==> src/rtl/apxdiv_pkg.sv <==
package apxdiv_pkg;

  // Tangent-plane coefficient for region (ix, iy), scaled by 2^cf.
  // The region centres sit at a/u and b/u with u = 2^(ib+1).
  // sel 0: offset, sel 1: slope along the dividend fraction,
  // sel 2: magnitude of the (negative) slope along the divisor fraction.
  function automatic int unsigned plane_coef(int unsigned cf, int unsigned ib,
                                             int unsigned ix, int unsigned iy,
                                             int unsigned sel);
    longint unsigned u, a, b, num, den;
    u   = 64'd1 << (ib + 1);
    a   = u + 2 * longint'(ix) + 1;
    b   = u + 2 * longint'(iy) + 1;
    den = b * b;
    case (sel)
      0:       num = a * b + u * b - u * a;
      1:       num = u * b;
      default: num = u * a;
    endcase
    return 32'(((num << cf) + den / 2) / den);
  endfunction

endpackage

==> src/rtl/apxdiv_lod.sv <==
module apxdiv_lod #(
  parameter int W  = 16,
  parameter int EW = $clog2(W)
) (
  input  logic [W-1:0]  op_i,
  output logic [EW-1:0] exp_o,
  output logic [W-2:0]  frac_o
);
  logic [W-1:0] norm;

  always_comb begin
    exp_o = '0;
    for (int i = 0; i < W; i++) begin
      if (op_i[i]) exp_o = EW'(i);
    end
  end

  // leading one moved to bit W-1; fraction is what lies below it
  assign norm   = op_i << (EW'(W - 1) - exp_o);
  assign frac_o = (W-1)'(norm);
endmodule

==> src/rtl/apxdiv_plane.sv <==
module apxdiv_plane #(
  parameter int MW   = 15,
  parameter int CF   = 14,
  parameter int IB   = 2,
  localparam int CW   = CF + 1,
  localparam int QW   = CF + 2,
  localparam int NREG = 1 << (2 * IB)
) (
  input  logic [MW-1:0] fa_i,
  input  logic [MW-1:0] fb_i,
  output logic [QW-1:0] qn_o
);
  logic [CW-1:0]    c0_tab [NREG];
  logic [CW-1:0]    c1_tab [NREG];
  logic [CW-1:0]    c2_tab [NREG];
  logic [2*IB-1:0]  idx;
  logic [CW-1:0]    c0, c1, c2, t1, t2;
  logic [CW+MW-1:0] p1, p2;
  logic signed [CW+1:0] acc;

  for (genvar g = 0; g < NREG; g++) begin : g_tab
    assign c0_tab[g] = CW'(apxdiv_pkg::plane_coef(CF, IB, g >> IB, g % (1 << IB), 0));
    assign c1_tab[g] = CW'(apxdiv_pkg::plane_coef(CF, IB, g >> IB, g % (1 << IB), 1));
    assign c2_tab[g] = CW'(apxdiv_pkg::plane_coef(CF, IB, g >> IB, g % (1 << IB), 2));
  end

  // dividend bits select the row, divisor bits the column
  assign idx = {fa_i[MW-1 -: IB], fb_i[MW-1 -: IB]};
  assign c0  = c0_tab[idx];
  assign c1  = c1_tab[idx];
  assign c2  = c2_tab[idx];

  assign p1 = (CW+MW)'(c1) * (CW+MW)'(fa_i);
  assign p2 = (CW+MW)'(c2) * (CW+MW)'(fb_i);
  assign t1 = CW'(p1 >> MW);
  assign t2 = CW'(p2 >> MW);

  assign acc  = $signed({2'b00, c0}) + $signed({2'b00, t1}) - $signed({2'b00, t2});
  assign qn_o = acc[CW+1] ? '0 : QW'(acc);
endmodule

==> src/rtl/apxdiv_denorm.sv <==
module apxdiv_denorm #(
  parameter int W  = 16,
  parameter int CF = 14,
  parameter int EW = $clog2(W),
  localparam int QW = CF + 2,
  localparam int XW = QW + W - 1
) (
  input  logic [QW-1:0]      qn_i,
  input  logic signed [EW:0] sh_i,
  output logic [W-1:0]       q_o
);
  logic [XW-1:0] ext, shifted;
  int            amt;

  // one right shift covers both signs of the exponent difference
  assign ext = {qn_i, {(W-1){1'b0}}};

  always_comb begin
    amt     = CF + W - 1 - int'(sh_i);
    shifted = ext >> amt;
    q_o     = (|(shifted >> W)) ? '1 : W'(shifted);
  end
endmodule

==> src/rtl/apxdiv_top.sv <==
module apxdiv_top #(
  parameter int OP_W      = 16,
  parameter int COEF_FRAC = 14,
  parameter int IDX_BITS  = 2,
  localparam int EW = $clog2(OP_W),
  localparam int MW = OP_W - 1,
  localparam int QW = COEF_FRAC + 2
) (
  input  logic            clk_i,
  input  logic            rst_ni,
  input  logic            valid_i,
  input  logic [OP_W-1:0] dividend_i,
  input  logic [OP_W-1:0] divisor_i,
  output logic            valid_o,
  output logic [OP_W-1:0] quot_o,
  output logic            dz_o
);
  logic [EW-1:0] ea, eb;
  logic [MW-1:0] fa, fb;

  logic          s1_vld, s1_dz, s1_nz;
  logic [EW-1:0] s1_ea, s1_eb;
  logic [MW-1:0] s1_fa, s1_fb;

  logic              s2_vld, s2_dz, s2_nz;
  logic signed [EW:0] s2_sh;
  logic [QW-1:0]     s2_qn;

  logic [QW-1:0]   qn;
  logic [OP_W-1:0] dq;

  apxdiv_lod #(.W(OP_W), .EW(EW)) u_lod_a (.op_i(dividend_i), .exp_o(ea), .frac_o(fa));
  apxdiv_lod #(.W(OP_W), .EW(EW)) u_lod_b (.op_i(divisor_i),  .exp_o(eb), .frac_o(fb));

  // stage 1: normalized operands
  always_ff @(posedge clk_i or negedge rst_ni) begin
    if (!rst_ni) begin
      s1_vld <= 1'b0;
      s1_dz  <= 1'b0;
      s1_nz  <= 1'b0;
      s1_ea  <= '0;
      s1_eb  <= '0;
      s1_fa  <= '0;
      s1_fb  <= '0;
    end else begin
      s1_vld <= valid_i;
      s1_dz  <= ~|divisor_i;
      s1_nz  <= ~|dividend_i;
      s1_ea  <= ea;
      s1_eb  <= eb;
      s1_fa  <= fa;
      s1_fb  <= fb;
    end
  end

  apxdiv_plane #(.MW(MW), .CF(COEF_FRAC), .IB(IDX_BITS)) u_plane (
    .fa_i(s1_fa), .fb_i(s1_fb), .qn_o(qn)
  );

  // stage 2: plane value and exponent difference
  always_ff @(posedge clk_i or negedge rst_ni) begin
    if (!rst_ni) begin
      s2_vld <= 1'b0;
      s2_dz  <= 1'b0;
      s2_nz  <= 1'b0;
      s2_sh  <= '0;
      s2_qn  <= '0;
    end else begin
      s2_vld <= s1_vld;
      s2_dz  <= s1_dz;
      s2_nz  <= s1_nz;
      s2_sh  <= $signed({1'b0, s1_ea}) - $signed({1'b0, s1_eb});
      s2_qn  <= qn;
    end
  end

  apxdiv_denorm #(.W(OP_W), .CF(COEF_FRAC), .EW(EW)) u_denorm (
    .qn_i(s2_qn), .sh_i(s2_sh), .q_o(dq)
  );

  // stage 3: special cases and output register
  always_ff @(posedge clk_i or negedge rst_ni) begin
    if (!rst_ni) begin
      valid_o <= 1'b0;
      quot_o  <= '0;
      dz_o    <= 1'b0;
    end else begin
      valid_o <= s2_vld;
      dz_o    <= s2_vld & s2_dz;
      if (s2_dz)      quot_o <= '1;
      else if (s2_nz) quot_o <= '0;
      else            quot_o <= dq;
    end
  end
endmodule

==> config.mk <==
export PLATFORM = sky130hd
export DESIGN_NAME = apxdiv_top
export DESIGN_NICKNAME = d
export VERILOG_FILES = /design/src/rtl/apxdiv_pkg.sv /design/src/rtl/apxdiv_lod.sv /design/src/rtl/apxdiv_plane.sv /design/src/rtl/apxdiv_denorm.sv /design/src/rtl/apxdiv_top.sv
export SDC_FILE = /design/constraint.sdc
export NUM_CORES = 1
export LEC_CHECK = 0
export BUFFER_PORTS_ARGS = -buffer_cell sky130_fd_sc_hd__clkbuf_2
export CORE_MARGIN = 2
export CORE_UTILIZATION = 30
export CTS_CLUSTER_DIAMETER = 120
export CTS_CLUSTER_SIZE = 24
export DETAILED_ROUTE_END_ITERATION = 7
export HOLD_SLACK_MARGIN = 0.12
export PLACE_DENSITY_LB_ADDON = 0.08
export SYNTH_ARGS = -nofsm -noshare
export SYNTH_HDL_FRONTEND = slang
export SYNTH_HIERARCHICAL = 1
export SYNTH_SLANG_ARGS = --single-unit
==> constraint.sdc <==
create_clock -name clk_i -period 11.61 [get_ports clk_i]
set_clock_uncertainty 0.15 [all_clocks]
set_input_delay 0 -clock clk_i [delete_from_list [all_inputs] [get_ports clk_i]]
set_output_delay 0 -clock clk_i [all_outputs]
set_load 0.02 [all_outputs]
# --- Word level (Yosys, flattened, before mapping) ---
# Memory sizes are Yosys's and may differ from the RTL's.
# Cells that the tools add are included.
classes:
  n_addsub: 6
  multipliers: 2
  order_cmp: 1
  shifts: 3
  mux: 40
  bitwise: 2
  n_reduce_logical: 5
ops:
  columns: ["cell", "n"]
  rows:
  - ["$mux W15", 6]
  - ["$mux W16", 4]
  - ["$mux W4", 16]
  - ["$mul A15 B15 Y30", 2]
  - ["$reduce_or A16 Y1", 2]
  - ["$shl A16 B4 Y15", 2]
  - ["$shr A31 B32 Y31", 1]
  - ["$mux W3", 8]
  - ["$sub A16 B15 Y17", 1]
  - ["$add A15 B15 Y16", 1]
  - ["$reduce_or A15 Y1", 1]
  - ["$mux W2", 4]
  - ["$sub A4 B4 Y4 const A", 2]
  - ["$sub A6 B5 Y7 const A", 1]
  - ["$ge A5 B5 Y1 const B", 1]
  - ["$not A4 Y5", 1]
  - ["$sub A4 B4 Y5", 1]
  - ["$logic_not A1 Y1", 2]
  - ["$mux W1", 2]
  - ["$and A1 B1 Y1", 1]
word_totals:
  register_bits: 83
  mem_bits_ro: 720
  input_bits: 35
  out_inout_bits: 18
  word_cells: 77
  n_memories: 3
memory_table:
  columns: ["memory", "depth", "width", "read_ports", "rd_ports_with_merged_regs", "write_ports", "line_no", "text"]
  rows:
  - ["(no name shown)", 16, 15, 1, 0, 0, "apxdiv_plane.sv:30", "assign c1 = c1_tab[idx];"]
  - ["(no name shown)", 16, 15, 1, 0, 0, "apxdiv_plane.sv:31", "assign c2 = c2_tab[idx];"]
  - ["(no name shown)", 16, 15, 1, 0, 0, "apxdiv_plane.sv:29", "assign c0 = c0_tab[idx];"]

# --- Longest topological paths before layout ---
# Gate-level depths: netlist of run 1.
logic_depth:
  word_depth: 17
  ltp_mapped: 44

# --- Modules after synthesis ---
# Netlist of run 1, hierarchy kept.
modules_own_cells:
  columns: ["module", "n_inst", "cells_per_inst", "area_per_inst_um2", "seq_area_each_um2"]
  rows:
  - ["apxdiv_plane", 1, 1669, 14451.4, 0.0]
  - ["apxdiv_top", 1, 132, 2437.3, 2077.0]
  - ["apxdiv_lod", 2, 161, 1062.3, 0.0]
  - ["apxdiv_denorm", 1, 201, 1466.4, 0.0]

# --- Worst setup path before layout of run 1 ---
# OpenSTA, ideal clock, no wires.
synth_timing:
  kind: "flip-flop to flip-flop"
  start: "register s1_fb[13]"
  end: "register s2_qn[3]"
  arrival_ns: 9.788
  path_slack_ns: 1.519
  stages_incl_launch_ff: 43
  path_buffers: 2
  synth_period_minus_slack_ns: 10.091
  path_cell_list: "dfrtp_1 > clkbuf_1 > inv_1 > ha_1 > clkbuf_1 > and2_1 > or2_2 > fa_1 > inv_1 > fa_1 > inv_1 > fa_1 > inv_1 > fa_1 > inv_1 > fa_1 > inv_1 > fa_1 > [... 7 more ...] > o21ai_0 > a21oi_1 > xnor2_1 > ha_1 > a21o_1 > nor3_1 > o21ai_0 > and3_1 > a21o_1 > o21ai_0 > a21oi_1 > ha_1 > or3_1 > a221o_1 > a41oi_1 > nor2b_1 > nor3_1 > nor3_1"
synth_between:
  elab_chain_cells: 8
  elab_cells_between_ends: 15
  classes_between: "add/sub (2); mul (2); mux (7); bitwise (1); memory (3)"
synth_rtl:
  columns: ["element", "line_no", "text"]
  rows:
  - ["start: declaration", "apxdiv_top.sv:23", "logic [MW-1:0] s1_fa, s1_fb;"]
  - ["start signal: assignment", "apxdiv_top.sv:44", "s1_fb <= '0;"]
  - ["start signal: assignment", "apxdiv_top.sv:52", "s1_fb <= fb;"]
  - ["$not A4 Y5 (implied by the code)", "apxdiv_plane.sv:29, apxdiv_plane.sv:30, apxdiv_plane.sv:31", null]
  - ["$mem_v2 Z16 W15", null, null]
  - ["$mux W15 (implied by the code) (2 in a row)", "apxdiv_plane.sv:30", null]
  - ["$mul A15 B15 Y30", "apxdiv_plane.sv:33", "assign p1 = (CW+MW)'(c1) * (CW+MW)'(fa_i);"]
  - ["$add A15 B15 Y16", "apxdiv_plane.sv:38", "assign acc = $signed({2'b00, c0}) + $signed({2'b00, t1}) - $signed({2'b00, t2});"]
  - ["$sub A16 B15 Y17 *", "apxdiv_plane.sv:38", null]
  - ["$mux W16 *", "apxdiv_plane.sv:39", "assign qn_o = acc[CW+1] ? '0 : QW'(acc);"]
  - ["net qn[3]", "apxdiv_top.sv:29", "logic [QW-1:0] qn;"]
  - ["end signal: assignment", "apxdiv_top.sv:73", "s2_qn <= qn;"]
  - ["end: declaration", "apxdiv_top.sv:27", "logic [QW-1:0] s2_qn;"]
# The timed path passes the listed nets; every way through them passes the cells marked *. The select of a mux whose other input is x is not followed.

# --- Final worst setup path of run 1 ---
layout_timing:
  start: "register s1_fb[14]"
  end: "register s2_qn[4]"
# Same word-level chain as after synthesis.

==> results of run 1 <==
final cells by class:
type                            instances  area, um2
Inverter                              364       1370
Fill cell                            7075      45000
Clock buffer                           11        253
Antenna cell                            2       5.00
Clock inverter                          5       37.5
Timing Repair Buffer                  126        918
Multi-Input combinational cell       1773      16600
Sequential cell                        83       2080
Tap cell                              873       1090
sequential cells by signal, indices dropped and copies added (netlist names):
| signal | cells |
|---|---|
| valid_o | 1 |
| s2_qn | 16 |
| s1_nz | 1 |
| s2_nz | 1 |
| s2_sh | 5 |
| s2_vld | 1 |
| s1_ea | 4 |
| s1_dz | 1 |
| quot_o | 16 |
| s1_eb | 4 |
| s1_vld | 1 |
| s1_fa | 15 |
| s1_fb | 15 |
| s2_dz | 1 |
| dz_o | 1 |
layout by cell type, fill, tap and decap left out, types with 8 or more instances in the layout:
cell type	synthesis	layout
mux2_2	11	11
nand3b_1	8	8
nor4_1	17	16
a31oi_1	21	21
fa_1	290	290
a21o_1	53	53
a21oi_1	90	90
dfrtp_1	83	83
nor2_1	127	127
ha_1	244	244
nand2b_1	25	25
o21a_1	10	10
o21ai_0	63	61
o22ai_1	14	14
mux2i_1	37	37
a22oi_1	13	13
a221oi_1	14	14
a211o_1	10	10
dlygate4sd3_1	0	40
and3_1	15	15
o21ai_1	7	9
xnor2_1	35	34
inv_1	360	360
nand3_1	31	31
buf_4	3	35
a211oi_1	13	13
mux4_2	12	12
nor2b_1	42	42
or2_2	10	10
xor2_1	25	24
nor3_1	20	19
nand2_1	246	246
clkbuf_16	0	9
and2_1	128	128
clkbuf_2	0	51
o211ai_1	15	15
final timing paths:
path / startpoint / endpoint / slack [ns] / cells past startpoint
worst max-delay path: s1_fb[14] / s2_qn[4] / 1.04 / 39
max in group asynchronous: rst_ni / s2_vld / 10.27 / 3
worst min-delay path: divisor_i[14] / s1_eb[0] / 0.12 / 2
min in group asynchronous: rst_ni / quot_o[14] / 0.25 / 3
worst max register to register: s1_fb[14] / s2_qn[4] / 1.04 / 39
worst min register to register: s1_vld / s2_vld / 0.20 / 0
per-stage QoR:
step	worst slack, ns	instance area, um2	utilization	std cells
4_1_cts	0.866	22300	0.332	3235
6_report	1.04	22400	0.332	3237
3_5_place_dp	0.935	21700	0.321	3179
5_1_grt	0.259	22400	0.332	3235
3_3_place_gp	1.04	21700	0.321	3179
2_1_floorplan	1.52	20500	-	2326
worst register-to-register path, delay by kind of cell, from the launching register on:
family                   cells  cell delay (ns)
adder cells (fa/ha/maj)     10             4.51
AO/OA/AOI/OAI               13             2.94
AND/OR/NAND/NOR              8             1.74
buffers and inverters        7             0.61
flip-flops                   1             0.32
XOR/XNOR                     1             0.20
routing by layer:
| metal | vias to the layer above | wire length (um) | GRT usage |
|---|---|---|---|
| li1 | 7734 | - | - |
| met1 | 8165 | 30700 | 0.265 |
| met2 | 312 | 28300 | 0.290 |
| met3 | 38 | 2110 | 0.0178 |
| met4 | 0 | 748 | 0.0311 |
| met5 | - | 0 | 0 |
what timing repair did:
item / CTS / global route
gates resized for setup: 0 / 1
hold buffers: 40 / 0
setup endpoints to repair: 0 / 2
endpoints found under the hold margin: 115 / 0
cells by family after synthesis:
logic type               count (synthesis)  share of synthesized area
AND/OR/NAND/NOR                        701                      0.169
adder cells (fa/ha/maj)                534                      0.433
buffers and inverters                  470                     0.0901
AO/OA/AOI/OAI                          412                      0.143
flip-flops                              83                      0.101
multiplexers                            62                     0.0384
XOR/XNOR                                60                     0.0257
other                                    2                   0.000367
==> results.env, run 1 <==
OUTCOME='complete, no violations'
CLOCK_TREE_FROM_TRITONCTS='yes'
SYNTH_EDF_COUNT=0
AVG_CELL_AREA_SYN_UM2=8.81
DETAIL_ROUTE.VIAS_PER_CELL=5.02
SEQ_AREA_FRAC_SYNTH=0.101
POST_ROUTE_CELLS_DRIVE_ABOVE_1_SHARE=0.0732
NUMBER_OF_BUFFERS_ADDED_BY_THE_CLOCK_TREE_SYNTHESIS_STEP=9
OVERFLOW=0
CLOCKROOTBUFFER='clkbuf_16'
TIMING.HOLD.WORST.CLASS='input port to register'
YS.FLOP_TYPE='dfrtp_1'
ROUTED_WIRELENGTH_UM=61900
CRIT_TYPE='register to register'
CELL_TYPES_WITH_THE_HIGHEST_COUNTS_AFTER_SYNTHESIS='inv_1 (360), fa_1 (290), nand2_1 (246)'
HOLD_VIOLATIONS=0
SYNTHDISTINCTLIBCELLS=87
END_KIND='register'
SYNTH.TOP_CELL.AREA_SHARE=0.283
WORST_HOLD_SLACK_NS=0.123
NUMBER_OF_SYNTHESIZED_REGISTER_BITS=83
ROUTE.DETAILED.WL_PER_INST_UM=19.1
FINAL_NET_COUNT=2926
SETUP_TOTAL_NEGATIVE_SLACK_NS=0
NUMCLOCKSINKS=83
FIRST_GLOBAL_VIAS=17000
COREAREA_MM2=0.0674
TIMING.CRITICAL_PATH.SLOWEST_STAGE_CELL='ha_1'
NUM_IO_PINS=53
CTS_CLK_PIN_SLEW_WORST_PATHS_NS=0.07
FINAL.PERIOD_UTILIZATION=0.910
FLOORPLAN.DIE.WIDTH_UM=265
SYNTH.TOP_CELLS.BY_AREA='fa_1 (28%), ha_1 (15%), dfrtp_1 (10%)'
CRITPATHREQUIREDTIME_NS=11.72
LEADING_CELL_TYPE_BY_NUMBER_OF_INSTANCES_AFTER_SYNTHESIS='inv_1'
DRT_ITER0_DRC=1030
RELSLEWSLACK=0.278
TOTAL_NUMBER_OF_VIAS=16200
YS_ASYNC_SR_FRACTION=1.00
PORTBUFS=52
FIRST_PASS_ITERS=5
DESIGN.DIE.AREA_MM2=0.0704
GRT_SETUP_UNREPAIRED='no'
CPLARGESTDELAYFAMILY='adder cells'
CRITPATHBUFINV=7
STARTPOINT_TYPE='register'
TRANSITION_TIME_OF_THE_TIGHTEST_SLEW_CHECK_PIN_NS=1.08
NUMBER_OF_ANTENNA_VIOLATIONS_AT_THE_FIRST_CHECK_IN_GLOBAL_ROUTING=5
GRT_START_MAX_NET_PINS=69
WORST_EP_ARRIVAL_TIME_NS=10.67
SYNTH_AREA_LEADER_CELL='fa_1'
SYNTHESIS.YOSYS.WARNINGS=6
CTS.REPAIR_TIMING.SETUP_BUFFER_COUNT=0
ROWS=95
POSTROUTEANTENNANETS=0
SYN_AREA_MM2=0.0205
SETUP_VIOL_COUNT_FINAL=0
GLOBALROUTETOTALUTIL=0.180
GP_WEIGHTED_CONGESTION=0.854
HPWLAFTERDP_UM=50000
SLEW_VIOL_FINAL=0
GRT_FIRST_PASS_WIRELENGTH_UM=99400
CTS_HTREE_LEVELS=3
TIMING.FMAX_MHz=94.6
INITIAL_UTILIZATION=0.304
CLOCK_TREE.BUFFER_DEPTH=2
REMAINING_DRC_ERRORS=0
CHIPHEIGHT_UM=265
TOTAL_OF_MAX_CAP_VIOLATIONS=0
SYN_INST=2324
FINALWORSTPATHREQUIREDPERIOD_NS=10.57
SYN_TO_LAYOUT_AREA_DELTA_PCT=9.17
CLK-INSERTION-DELAY-LATE_NS=0.37
CP_MAX_FO=22
CP_SLOWEST_STAGE_DELAY_NS=0.66
Power of run 1 is not shown: default switching activity piles up to over one toggle a cycle in this logic, so the estimate is an artifact.
==> inputs of run 2 (changes only) <==
- CORE_ASPECT_RATIO: not set -> 0.75
- CORE_UTILIZATION: 30 -> 58
==> run 2 against run 1 <==
Design area shrank 2.5%. Global-route usage grew 12 points. Non-clock buffer count grew 1. Wire length shrank 13%. Sequential share of layout area grew 0.24 points. First-iteration DRC count grew 48%. Clock-buffer cell count is the same. Critical path depth grew 1. Maximum frequency shrank 1.3%. Sequential cell count is the same. Hold slack gained 0.040 ns. Critical endpoint is now s2_qn[3].
==> results.env, run 2 (synthesized netlist as in run 1, its figures left out) <==
INSERTEDDIODECOUNT=0  # -2
GRT_SETUP_UNREPAIRED='no'
CLOCK_TREE.BUFFER_DEPTH=2  # unchanged
TIMING.HOLD.WORST.CLASS='input port to register'
GLOBALROUTETOTALUTIL=0.301  # +0.121
DRT_ITER0_DRC=1528  # +48%
POST_ROUTE_CELLS_DRIVE_ABOVE_1_SHARE=0.0699  # -0.00339
OVERFLOW=0  # unchanged
FIRST_PASS_ITERS=6  # +1
MOSTFREQUENTLAYOUTCELL='inv_1'
CTS.REPAIR_TIMING.SETUP_BUFFER_COUNT=0  # unchanged
HOLD_VIOLATIONS=0  # unchanged
NUMBER_OF_ANTENNA_VIOLATIONS_AT_THE_FIRST_CHECK_IN_GLOBAL_ROUTING=3  # -2
CP_MAX_FO=25  # +14%
TOTAL_AREA_OF_MULTI_INPUT_COMBINATIONAL_CELLS_MM2=0.0166  # -0.14%
COREAREA_MM2=0.0348  # -48%
OUTCOME='complete, no violations'
SEQ_AREA_MM2=0.00208  # unchanged
FINAL-INSTANCE-COUNT-EXCL-FILL=2819  # -13%
ROUTED_WIRELENGTH_UM=54100  # -13%
END_KIND='register'
FINAL.FILL_COUNT=3010  # -57%
ROWS=59  # -38%
FLOORPLAN.DIE.WIDTH_UM=221  # -17%
GRT_START_MAX_NET_PINS=58  # -16%
TIMING.FMAX_MHz=93.5  # -1.3%
SETUP_TOTAL_NEGATIVE_SLACK_NS=0  # unchanged
R2R_SETUP_SLACK_NS=0.91  # -0.13 ns
CRIT_TYPE='register to register'
PORTBUFS=52  # unchanged
INITIAL_UTILIZATION=0.589  # +0.285
CP_SLOWEST_STAGE_DELAY_NS=0.64  # -0.02 ns
CPLARGESTDELAYFAMILY='adder cells'
REMAINING_DRC_ERRORS=0  # unchanged
PLACED_CELLS_INCL_TAPS=2761  # -13%
FIRST_GLOBAL_VIAS=16700  # -1.7%
RELSLEWSLACK=0.207  # -0.0717
CLK-INSERTION-DELAY-LATE_NS=0.36  # about the same
DETAIL_ROUTE.VIAS_PER_CELL=5.89  # +17%
HPWLAFTERDP_UM=43100  # -14%
GP_WEIGHTED_CONGESTION=0.927  # +8.5%
CTSRESIZECOUNT=0  # unchanged
STARTPOINT_TYPE='register'
HOLD_BUFFERS=43  # +7.5%
ROUTE.DETAILED.WL_PER_INST_UM=19.2  # +0.34%
TOTAL_OF_MAX_CAP_VIOLATIONS=0  # unchanged
GRT_FIRST_PASS_WIRELENGTH_UM=89000  # -10%
FINALWORSTPATHREQUIREDPERIOD_NS=10.70  # +0.134 ns
TOP_REGS='quot_o (16), s2_qn (16)'
CTS_HTREE_LEVELS=3  # unchanged
CTS_CLK_PIN_SLEW_WORST_PATHS_NS=0.06  # about the same
SYN_TO_LAYOUT_AREA_DELTA_PCT=6.47
CHIPHEIGHT_UM=167  # -37%
SETUP_VIOL_COUNT_FINAL=0  # unchanged
POSTROUTEANTENNANETS=0  # unchanged
SLEW_VIOL_FINAL=0  # unchanged
WORST_EP_ARRIVAL_TIME_NS=10.76  # +0.09 ns
CRIT_PATH_FREQUENT_CELL='inv_1'
DESIGN.DIE.AREA_MM2=0.0368  # -48%
CRITPATHBUFINV=8  # +1
FINAL_NET_COUNT=2927  # +0.034%
NUMBER_OF_BUFFERS_ADDED_BY_THE_CLOCK_TREE_SYNTHESIS_STEP=9  # unchanged
NUMCLOCKSINKS=83  # unchanged
TRANSITION_TIME_OF_THE_TIGHTEST_SLEW_CHECK_PIN_NS=1.19  # +0.105 ns
WORST_HOLD_SLACK_NS=0.162  # +0.0397 ns
TIMING.CRITICAL_PATH.SLOWEST_STAGE_CELL='nor3_1'
CRITPATHREQUIREDTIME_NS=11.67  # -0.05 ns
MOSTFREQUENTLAYOUTCELLS='inv_1 (360), fa_1 (290), nand2_1 (246)'
TOTAL_NUMBER_OF_VIAS=16600  # +2.1%
NUM_IO_PINS=53  # unchanged
FINAL.PERIOD_UTILIZATION=0.922  # +0.0115
POST-ROUTE-UTIL=0.627  # +0.295
CLOCK_TREE_FROM_TRITONCTS='yes'
CLOCKROOTBUFFER='clkbuf_16'
[run 2: changes by cell type in the layout (fill, tap and decap cells not counted), sizes merged]
cell	delta
clkinv	-1
dlygate4sd3	+2
diode	-2
buf	-1
[run 2: path summary, 6_finish.rpt]
check | from | end | cells after the start
max | s1_fb[13] | s2_qn[3] | 40
min | divisor_i[3] | s1_fb[3] | 4
max reg2reg | s1_fb[13] | s2_qn[3] | 40
min reg2reg | s1_vld | s2_vld | 0
max in group asynchronous | rst_ni | s1_fb[13] | 4
min in group asynchronous | rst_ni | quot_o[4] | 4
[run 2: worst reg2reg max path: cells and delay by family (launching register included)]
kind,cells,cell delay [ns]
buf+inv,8,0.80
compound gates,13,2.86
mux,1,0.23
simple gates,8,2.07
flops,1,0.33
fa+ha+maj,10,4.10
[run 2: layout make-up]
cell class | count | area share
Sequential cell | 83 | 0.0953
Inverter | 364 | 0.0627
Tap cell | 457 | 0.0262
Clock buffer | 11 | 0.0107
Multi-Input combinational cell | 1773 | 0.761
Timing Repair Buffer | 127 | 0.0433
Clock inverter | 4 | 0.00132
[run 2: stage by stage]
step	instance area [um2]	setup slack, ns
floorplan	20500	1.52
global placement	21100	1.18
detailed placement	21100	0.939
CTS	21800	0.917
global route	21800	0.125
finish	21800	0.910
[run 2: per-layer routing]
metal	global-route usage	vias to the layer above	part of all wire
li1	-	7746	-
met1	0.449	8135	0.47
met2	0.442	659	0.42
met3	0.0849	58	0.097
met4	0.0534	0	0.013
met5	0	-	0
Power of run 2 is left out for the same reason.
==> inputs of run 3 (changes only) <==
- ABC_AREA: not set -> 1
==> run 3 against run 2 <==
Register-to-register slack gained 0.73 ns. First-iteration DRC count grew 14%. Worst setup slack gained 0.73 ns. Hold slack gained 0.0045 ns. Wire length grew 13%. Area after synthesis grew 1.9%. Synthesized cell count grew 23%. Design area grew 3.1%. Sequential share of layout area shrank 0.29 points. Critical path type unchanged. Highest routed layer is now met5.
==> results.env, run 3 <==
OUTCOME='complete, no violations'
POSTPLACECELLAREA_MM2=0.0213  # +1.1%
CLOCKROOTBUFFER='clkbuf_16'
TOP_REGS='quot_o (16), s2_qn (16)'
ROUTED_WIRELENGTH_UM=61100  # +13%
HOLD_VIOLATIONS=0  # unchanged
CRITPATHREQUIREDTIME_NS=11.68  # about the same
CP_SLOWEST_STAGE_DELAY_NS=0.83  # +0.19 ns
DRT_ITER0_DRC=1747  # +14%
GRT_START_MAX_NET_PINS=66  # +14%
CRIT_TYPE='register to register'
INITIAL_UTILIZATION=0.585  # -0.00364
SYN_INST=2848  # +23%
MOSTFREQUENTLAYOUTCELL='nand2_1'
POSTLAYOUTCELLAREA_MM2=0.0225  # +3.1%
FIRST_PASS_ITERS=6  # unchanged
COREAREA_MM2=0.0357  # +2.6%
SEQ_AREA_FRAC_SYNTH=0.0995  # -0.00191
CLOCK_TREE.BUFFER_DEPTH=2  # unchanged
SYNTH_AREA_LEADER_CELL='fa_1'
CTS_HTREE_LEVELS=3  # unchanged
TIMING.HOLD.WORST.CLASS='input port to register'
HPWLAFTERDP_UM=50900  # +18%
CTSRESIZECOUNT=0  # unchanged
SLEW_VIOL_FINAL=0  # unchanged
NUMBER_OF_SYNTHESIZED_REGISTER_BITS=83  # unchanged
DESIGN.DIE.AREA_MM2=0.0375  # +1.9%
TRANSITION_TIME_OF_THE_TIGHTEST_SLEW_CHECK_PIN_NS=0.874  # -0.314 ns
CHIPHEIGHT_UM=168  # +0.93%
YS_ASYNC_SR_FRACTION=1.00  # unchanged
RELSLEWSLACK=0.417  # +0.211
CELL_TYPES_WITH_THE_HIGHEST_COUNTS_AFTER_SYNTHESIS='nand2_1 (675), inv_1 (568), fa_1 (290)'
NUMBER_OF_BUFFERS_ADDED_BY_THE_CLOCK_TREE_SYNTHESIS_STEP=9  # unchanged
POSTROUTEANTENNANETS=0  # unchanged
CLK-INSERTION-DELAY-LATE_NS=0.38  # +0.02 ns
FINAL_NET_COUNT=3489  # +19%
NUMBER_OF_ANTENNA_VIOLATIONS_AT_THE_FIRST_CHECK_IN_GLOBAL_ROUTING=2  # -1
SYNTHESIS.YOSYS.WARNINGS=6  # unchanged
SYNTH.TOP_CELL.AREA_SHARE=0.278  # -0.00535
ROUTE.DETAILED.WL_PER_INST_UM=18.0  # -6.1%
NUM_IO_PINS=53  # unchanged
SYNTH_EDF_COUNT=0  # unchanged
FINAL.PERIOD_UTILIZATION=0.859  # -0.0625
LEADING_CELL_TYPE_BY_NUMBER_OF_INSTANCES_AFTER_SYNTHESIS='nand2_1'
TIMING.FMAX_MHz=100  # +7.3%
CLOCK_TREE_FROM_TRITONCTS='yes'
STARTPOINT_TYPE='register'
SYN_AREA_MM2=0.0209  # +1.9%
FLOORPLAN.DIE.WIDTH_UM=223  # +0.94%
SETUP_VIOL_COUNT_FINAL=0  # unchanged
CRITPATHLAUNCH='s1_fb[13]'
SEQ_AREA_MM2=0.00208  # unchanged
OVERFLOW=0  # unchanged
CP_MAX_FO=21  # -16%
GP_WEIGHTED_CONGESTION=0.980  # +5.7%
FINALWORSTPATHREQUIREDPERIOD_NS=9.97  # -0.725 ns
END_KIND='register'
TOTAL_NUMBER_OF_VIAS=18800  # +13%
SYNTH.TOP_CELLS.BY_AREA='fa_1 (28%), ha_1 (15%), nand2_1 (12%)'
HOLD_PATH_STARTPOINT='valid_i'
POST_ROUTE_CELLS_DRIVE_ABOVE_1_SHARE=0.0554  # -0.0145
SYNTHDISTINCTLIBCELLS=60  # -31%
TOTAL_OF_MAX_CAP_VIOLATIONS=0  # unchanged
CPLARGESTDELAYFAMILY='adder cells'
CRIT_PATH_FREQUENT_CELL='inv_1'
GRT_SETUP_UNREPAIRED='no'
FIRST_GLOBAL_VIAS=18400  # +9.8%
FINAL.FILL_COUNT=3257  # +8.2%
CTS_CLK_PIN_SLEW_WORST_PATHS_NS=0.07  # about the same
WORST_EP_ARRIVAL_TIME_NS=10.04  # -0.72 ns
TOTAL_AREA_OF_MULTI_INPUT_COMBINATIONAL_CELLS_MM2=0.0162  # -2.5%
TIMING.CRITICAL_PATH.SLOWEST_STAGE_CELL='dfrtp_1'
CRIT-REG2REG-LAUNCH='s1_fb[13]'
YS.FLOP_TYPE='dfrtp_1'
SETUP_TOTAL_NEGATIVE_SLACK_NS=0  # unchanged
PORTBUFS=52  # unchanged
GLOBALROUTETOTALUTIL=0.336  # +0.0340
AVG_CELL_AREA_SYN_UM2=7.33  # -17%
DETAIL_ROUTE.VIAS_PER_CELL=5.55  # -5.7%
REMAINING_DRC_ERRORS=0  # unchanged
SYN_TO_LAYOUT_AREA_DELTA_PCT=7.69
CRITPATHBUFINV=8  # unchanged
MOSTFREQUENTLAYOUTCELLS='nand2_1 (675), inv_1 (568), fa_1 (290)'
ROWS=60  # +1.7%
GRT_FIRST_PASS_WIRELENGTH_UM=97600  # +9.6%
NUMCLOCKSINKS=83  # unchanged
## run 3: worst reg2reg max path, delay by kind of cell, from the launching register on
kind                       cells  cell delay (ns)
AOI/OAI and AO/OA              5             1.48
adders and majority gates     11             5.15
and+or+nand+nor               13             1.21
DFF                            1             0.83
xor gates and xnor gates       2             0.37
buffers and inverters          8             0.66
## run 3: worst paths after layout
path / end / slack [ns] / cells after the start
max: s2_qn[1] / 1.64 / 39
min: s1_vld / 0.17 / 2
max reg2reg: s2_qn[1] / 1.64 / 39
min reg2reg: s2_nz / 0.21 / 0
max in group asynchronous: s2_qn[4] / 10.14 / 3
min in group asynchronous: quot_o[10] / 0.20 / 3
## run 3: area by class of cell
class,instances,area share
inverter,585,0.0980
sequential,83,0.0924
multi-input combinational,2101,0.720
clock inverter,6,0.00317
clock buffer,10,0.0106
tap,465,0.0259
timing repair buffer,140,0.0503
antenna,1,0.000111
## run 3: repair_timing
action / 4_1_cts / 5_1_grt
setup endpoints to repair: 0 / 0
hold buffers: 83 / 0
setup buffers: 0 / 0
endpoints found under the hold margin: 120 / 0
## run 3: cell families (layout without fill, tap and decap cells)
group	after synthesis	in the layout	synth area share
AO/OA/AOI/OAI	253	253	0.0714
XOR/XNOR	52	52	0.0222
flip-flops	83	83	0.0995
adder cells (fa/ha/maj)	534	534	0.424
other	2	5	0.000360
buffers and inverters	666	741	0.126
AND/OR/NAND/NOR	1258	1258	0.256
## run 3: layer usage
| metal | vias to the layer above | global-route usage | part of all wire |
|---|---|---|---|
| met5 | - | 0.0245 | 0.0023 |
| met4 | 4 | 0.0598 | 0.013 |
| li1 | 8893 | - | - |
| met2 | 895 | 0.463 | 0.39 |
| met3 | 76 | 0.143 | 0.13 |
| met1 | 8967 | 0.489 | 0.46 |
## run 3: per-stage QoR
stage | worst slack, ns | util | hold WS, ns | cells
3_5_place_dp | 1.64 | 0.598 | -0.263 | 3291
3_3_place_gp | 1.88 | 0.598 | -0.271 | 3291
6_report | 1.64 | 0.630 | 0.167 | 3391
2_1_floorplan | 2.88 | - | -0.446 | 2850
5_1_grt | 0.931 | 0.630 | 0.157 | 3390
4_1_cts | 1.64 | 0.630 | 0.146 | 3390
Power of run 3 is left out for the same reason.
